**src/rtl/aux_link_pkg.sv**
```systemverilog
package aux_link_pkg;

  typedef enum logic [1:0] {
    SUP_IDLE    = 2'd0,
    SUP_WAIT    = 2'd1,
    SUP_UP      = 2'd2,
    SUP_RESTART = 2'd3
  } sup_state_t;

  // Saturating millisecond counter step.
  function automatic int unsigned wait_count_next(int unsigned cur, logic tick,
                                                  int unsigned limit);
    if (tick && cur < limit) return cur + 1;
    return cur;
  endfunction

endpackage

```
**src/rtl/link_sync.sv**
```systemverilog
module link_sync #(
  parameter int STAGES = 2
) (
  input  logic clk,
  input  logic rst_n,
  input  logic async_in,
  output logic sync_out
);
  logic [STAGES-1:0] chain_q;

  always_ff @(posedge clk) begin
    if (!rst_n) chain_q <= '0;
    else        chain_q <= {chain_q[STAGES-2:0], async_in};
  end

  assign sync_out = chain_q[STAGES-1];
endmodule

```
**src/rtl/wait_timer.sv**
```systemverilog
module wait_timer
  import aux_link_pkg::*;
#(
  parameter int LIMIT_MS = 1000,
  localparam int CW = $clog2(LIMIT_MS + 1)
) (
  input  logic clk,
  input  logic rst_n,
  input  logic clear,
  input  logic tick,
  output logic expired
);
  logic [CW-1:0] cnt_q;

  always_ff @(posedge clk) begin
    if (!rst_n || clear) cnt_q <= '0;
    else cnt_q <= CW'(wait_count_next(int'(cnt_q), tick, LIMIT_MS));
  end

  assign expired = (int'(cnt_q) == LIMIT_MS);

  assert_count_bound_R5: assert property (@(posedge clk) disable iff (!rst_n)
    int'(cnt_q) <= LIMIT_MS);

  assert_count_step_R5: assert property (@(posedge clk) disable iff (!rst_n)
    (cnt_q != $past(cnt_q) && cnt_q != '0) |-> (cnt_q == $past(cnt_q) + CW'(1)));
endmodule

```
**src/rtl/supervisor_fsm.sv**
```systemverilog
module supervisor_fsm
  import aux_link_pkg::*;
(
  input  logic clk,
  input  logic rst_n,
  input  logic an_enable,
  input  logic an_t4_chosen,
  input  logic speed_100,
  input  logic pd_request,
  input  logic link_ok,
  input  logic timer_hit,
  output logic timer_clear,
  output logic t4_en_n,
  output logic an_restart,
  output logic tx_analog_off,
  output logic link_up
);
  sup_state_t state_q, state_d;

  always_comb begin
    state_d = state_q;
    if (!an_enable) state_d = SUP_IDLE;
    else begin
      unique case (state_q)
        SUP_IDLE:    if (an_t4_chosen) state_d = SUP_WAIT;
        SUP_WAIT:    if (!an_t4_chosen)  state_d = SUP_IDLE;
                     else if (link_ok)   state_d = SUP_UP;
                     else if (timer_hit) state_d = SUP_RESTART;
        SUP_UP:      if (!an_t4_chosen)  state_d = SUP_IDLE;
                     else if (!link_ok)  state_d = SUP_RESTART;
        SUP_RESTART: state_d = SUP_IDLE;
        default:     state_d = SUP_IDLE;
      endcase
    end
  end

  always_ff @(posedge clk) begin
    if (!rst_n) state_q <= SUP_IDLE;
    else        state_q <= state_d;
  end

  logic t4_active;
  assign t4_active   = (state_q == SUP_WAIT) || (state_q == SUP_UP);
  assign timer_clear = (state_q != SUP_WAIT);
  assign t4_en_n     = an_enable ? !t4_active : 1'b0;
  assign an_restart  = an_enable && (state_q == SUP_RESTART);
  assign tx_analog_off = !an_enable && speed_100 && link_ok;
  assign link_up = an_enable
                 ? ((state_q == SUP_UP) || (state_q == SUP_IDLE && pd_request && link_ok))
                 : (speed_100 && link_ok);

  assert_single_pulse_R10: assert property (@(posedge clk) disable iff (!rst_n)
    an_restart |=> !an_restart);

  assert_restart_after_active_R5: assert property (@(posedge clk) disable iff (!rst_n)
    an_restart |-> $past(!t4_en_n));

  assert_up_needs_link_R4: assert property (@(posedge clk) disable iff (!rst_n)
    (state_q == SUP_UP) |-> $past(link_ok));

  assert_no_restart_forced_R3: assert property (@(posedge clk) disable iff (!rst_n)
    !an_enable |=> (state_q == SUP_IDLE));
endmodule

```
**src/rtl/aux_link_supervisor.sv**
```systemverilog
module aux_link_supervisor #(
  parameter int TIMEOUT_MS  = 1000,
  parameter int SYNC_STAGES = 2
) (
  input  logic clk,
  input  logic rst_n,
  input  logic an_enable,
  input  logic an_t4_chosen,
  input  logic speed_100,
  input  logic pd_request,
  input  logic link_good_raw,
  input  logic tick_1ms,
  output logic t4_en_n,
  output logic an_restart,
  output logic tx_analog_off,
  output logic link_up
);
  logic link_ok, timer_hit, timer_clear;

  link_sync #(.STAGES(SYNC_STAGES)) u_sync (
    .clk(clk), .rst_n(rst_n), .async_in(link_good_raw), .sync_out(link_ok));

  wait_timer #(.LIMIT_MS(TIMEOUT_MS)) u_timer (
    .clk(clk), .rst_n(rst_n), .clear(timer_clear), .tick(tick_1ms),
    .expired(timer_hit));

  supervisor_fsm u_fsm (
    .clk(clk), .rst_n(rst_n), .an_enable(an_enable), .an_t4_chosen(an_t4_chosen),
    .speed_100(speed_100), .pd_request(pd_request), .link_ok(link_ok),
    .timer_hit(timer_hit), .timer_clear(timer_clear), .t4_en_n(t4_en_n),
    .an_restart(an_restart), .tx_analog_off(tx_analog_off), .link_up(link_up));
endmodule

```
**config.mk**
```make
export PLATFORM = sky130hd
export DESIGN_NAME = aux_link_supervisor
export DESIGN_NICKNAME = d
export VERILOG_FILES = /design/src/rtl/aux_link_pkg.sv /design/src/rtl/link_sync.sv /design/src/rtl/wait_timer.sv /design/src/rtl/supervisor_fsm.sv /design/src/rtl/aux_link_supervisor.sv
export SDC_FILE = /design/constraint.sdc
export NUM_CORES = 1
export LEC_CHECK = 0
export BUFFER_PORTS_ARGS = -buffer_cell sky130_fd_sc_hd__clkbuf_2
export CORE_MARGIN = 1.5
export CORE_UTILIZATION = 30
export CTS_CLUSTER_SIZE = 24
export DETAILED_ROUTE_END_ITERATION = 8
export PLACE_DENSITY = 0.55
export SYNTH_ARGS = -nofsm -noshare
export SYNTH_HDL_FRONTEND = slang
export SYNTH_HIERARCHICAL = 1
export SYNTH_SLANG_ARGS = --single-unit
```
**constraint.sdc**
```tcl
create_clock -name clk -period 3.6 [get_ports clk]
set_input_delay 0.54 -clock clk [delete_from_list [all_inputs] [get_ports clk]]
set_output_delay 0.54 -clock clk [all_outputs]
set_load 0.005 [all_outputs]
```
==> run summary <==
Distinct cells, synth: 40
Die W: 58.4 um
Initial Util: 32.6%
Worst-margin pin slew: 0.715 ns
Top cells by area, synth: dfxtp_1, ha_1, mux2i_1
Pleak: 0.382 nW
Mapped Area: 922 um2
Largest family of logic cells by synthesized area: simple AND/OR/NAND/NOR gates
Synthesis-to-layout area growth: 11.5%
Hold-fix buffers at CTS: 0
Crit-path cells: inv_1, ha_1, nand3_1, o21ai_0, a22o_1, clkbuf_2
Period utilization: 54.5%
RSZ-0062 raised after global routing: no
Antenna cells: 0
Pwr Density: 291 nW/um2
Number of buffers on the longest clock path: 2
Global route total overflow: 0
R2R Path Start: u_timer/cnt_q[0]
Placement Cell Area: 992 um2
# port buffers: 11
Multi-input logic area: 584 um2
Mux contribution to synthesized area: 6.51%
Synth async-reset ratio: 0%
CTS sink cnt: 14
Syn nets: 120
Die Ht: 58.4 um
DP HPWL: 1.37 mm
Synth Area in Compound Gates: 21.7%
Hold Fails Final Rpt: 0
CP Capture Point: link_up
Cell count of the worst reg-to-reg path: 7
R2r setup slk: 1.73 ns
Routed vias: 767
Critical-path top delay cell: dfxtp_1
Full die area: 3420 um2
Worst setup startpoint: u_fsm/state_q[0]
Layout Nets: 132
Design area: 1030 um2
Max Slew Vio Count: 0
Critical Path Fanout Max: 4
Post-layout minimum cycle time: 1.96 ns
Syn_area_per_cell: 8.78 um2
YS warnings: 6
Post-synthesis xor/xnor area fraction: 0%
Initial antenna violation count: 0
Worst setup SP type: register
Cells after DPL: 143
Post-synthesis simple-gate area fraction: 25.6%
Slowest cell delay on critical path: 0.39 ns
Clock Latency Late Sink: 0.28 ns
Setup CP Type: register to output port
Dominant cell type by area after synthesis: dfxtp_1
Final setup viols: 0
Mapped Cells: 105
Worst Path Arrival: 1.42 ns
Wire length per cell: 12.5 um
Post-CTS setup buffers: 0
Worst IR Drop VDD: 196 uV
Tot GR Track Use: 12.9%
Final RePlAce weighted congestion: 0.822
I/O Pins: 12
Vias in the first global route: 764
# Max-Cap Violations: 0
Max Clk Rate: 0.510 GHz
Area of the core: 2830 um2
Setup_tns: 0 ns
Global-route wire length before repair: 3.31 mm
Layout Cells excl Fill: 147
Layout cell share with drive strength beyond 1: 20.7%
Slew margin rel.: 52.3%
Post-synth top flop: dfxtp_1
TritonRoute pass-1 iters: 4
CTS Buf Count: 3
Std-Cell Rows: 19
EDFF count, synth: 0
FF-to-FF End: u_fsm/state_q[1]
Seq. cell area: 280 um2
Most common library cells after synthesis: dfxtp_1, nand2_1, inv_1, ha_1, mux2i_1
Fillcell total: 287
Synthesis-stage register bit count: 14
H-tree depth: 1
Most common cell in the synthesized netlist: dfxtp_1
Critical Path Sink Type: output port
# resized after CTS: 0
First-iteration detailed-routing DRC count: 28
Routed Antenna Nets: 0
Clk slew on worst S/H paths: 0.08 ns
Clock Tree Root: clkbuf_4
Final wirelength: 1.84 mm
Vias/cell: 5.22
Total chip power: 0.299 mW
Skew final: 0.00162 ns
Critical Path RT: 3.06 ns
Worst min path class: register to register
Largest net degree at the start of global routing: 12
# DRC: 0
Sequential fraction of the synthesis area: 30.4%
CTS tree: done
Adder-cell share of the synthesized area: 9.50%
Status: finished clean
Top cell type's share of synthesized area: 30.4%
critical path, delay by kind of cell (launching register included):
kind	cells	cell delay, ns
AOI/OAI and AO/OA	2	0.27
adders and majority gates	1	0.22
DFF	1	0.39
buffers and inverters	2	0.21
and+or+nand+nor	1	0.06
worst min-delay path by stage:
stage | from | to | slack [ns] | depth (start not counted)
after global placement | u_sync/chain_q[0] | u_sync/chain_q[1] | 0.42 | 1
after global routing | link_good_raw | u_sync/chain_q[0] | 0.45 | 2
after CTS | link_good_raw | u_sync/chain_q[0] | 0.45 | 2
after floorplan | u_sync/chain_q[0] | u_sync/chain_q[1] | 0.41 | 1
final | u_sync/chain_q[0] | u_sync/chain_q[1] | 0.45 | 1
after detailed placement | u_sync/chain_q[0] | u_sync/chain_q[1] | 0.43 | 1
routing by layer:
layer  global-route usage [%]  part of all wire [%]  up-vias
li1                         -                     -      399
met1                     15.2                    47      351
met2                     21.7                    48       15
met3                     4.62                   4.7        2
met4                     3.99                  0.82        0
met5                        0                     0        -
power breakdown:
part	leakage [nW]	switching (mW)	internal, mW	total (mW)
logic	0.248	0.0146	0.0129	0.0275
registers	0.113	0.00183	0.157	0.159
clock network	0.0210	0.0516	0.0615	0.113
metrics by stage:
stage	util, %	setup WS, ns	hold WS, ns
after floorplan	-	1.87	0.412
after global placement	35.1	1.83	0.424
after detailed placement	35.1	1.77	0.426
after CTS	36.4	1.61	0.446
after global routing	36.4	1.54	0.453
final	36.4	1.64	0.449
final cells by class:
type                    instances  area share, %
clock buffers                   4           3.53
well taps                      31           3.77
inverters                       9           3.28
repair buffers                 11           5.35
multi-input cells              78           56.8
flip-flops and latches         14           27.3
placed cells by master, fill, tap and decap left out, drive strengths merged:
| master | netlist | routed |
|---|---|---|
| and3 | 3 | 3 |
| mux2i | 6 | 6 |
| nor3b | 1 | 1 |
| nand2 | 12 | 12 |
| and4 | 1 | 1 |
| a211o | 1 | 1 |
| o21ai | 2 | 2 |
| nand4 | 4 | 4 |
| a2111o | 1 | 1 |
| nor2b | 3 | 3 |
| nor4b | 1 | 1 |
| o21ba | 1 | 1 |
| nand3b | 1 | 1 |
| a21boi | 2 | 2 |
| nor2 | 2 | 2 |
| a31o | 1 | 1 |
| a311oi | 1 | 1 |
| and2 | 4 | 4 |
| inv | 9 | 9 |
| dfxtp | 14 | 14 |
| a21o | 1 | 1 |
| a21oi | 5 | 5 |
| or2 | 1 | 1 |
| a31oi | 2 | 2 |
| nor3 | 1 | 1 |
| a211oi | 4 | 4 |
| nand3 | 4 | 4 |
| a22o | 1 | 1 |
| or3b | 1 | 1 |
| ha | 7 | 7 |
| clkbuf | 2 | 15 |
| a2111oi | 1 | 1 |
| nand2b | 2 | 2 |
| o21a | 1 | 1 |
cell families (layout without fill, tap and decap cells):
family,after synthesis,in the layout
AOI/OAI and AO/OA,24,24
adders and majority gates,7,7
buffers and inverters,13,24
DFF,14,14
muxes,6,6
and+or+nand+nor,41,41
state kept, by name, indices dropped and copies added (netlist names):
name	cells
u_timer/cnt_q	10
u_sync/chain_q	2
u_fsm/state_q	2
No activity file was read; power rests on OpenSTA's default activity.
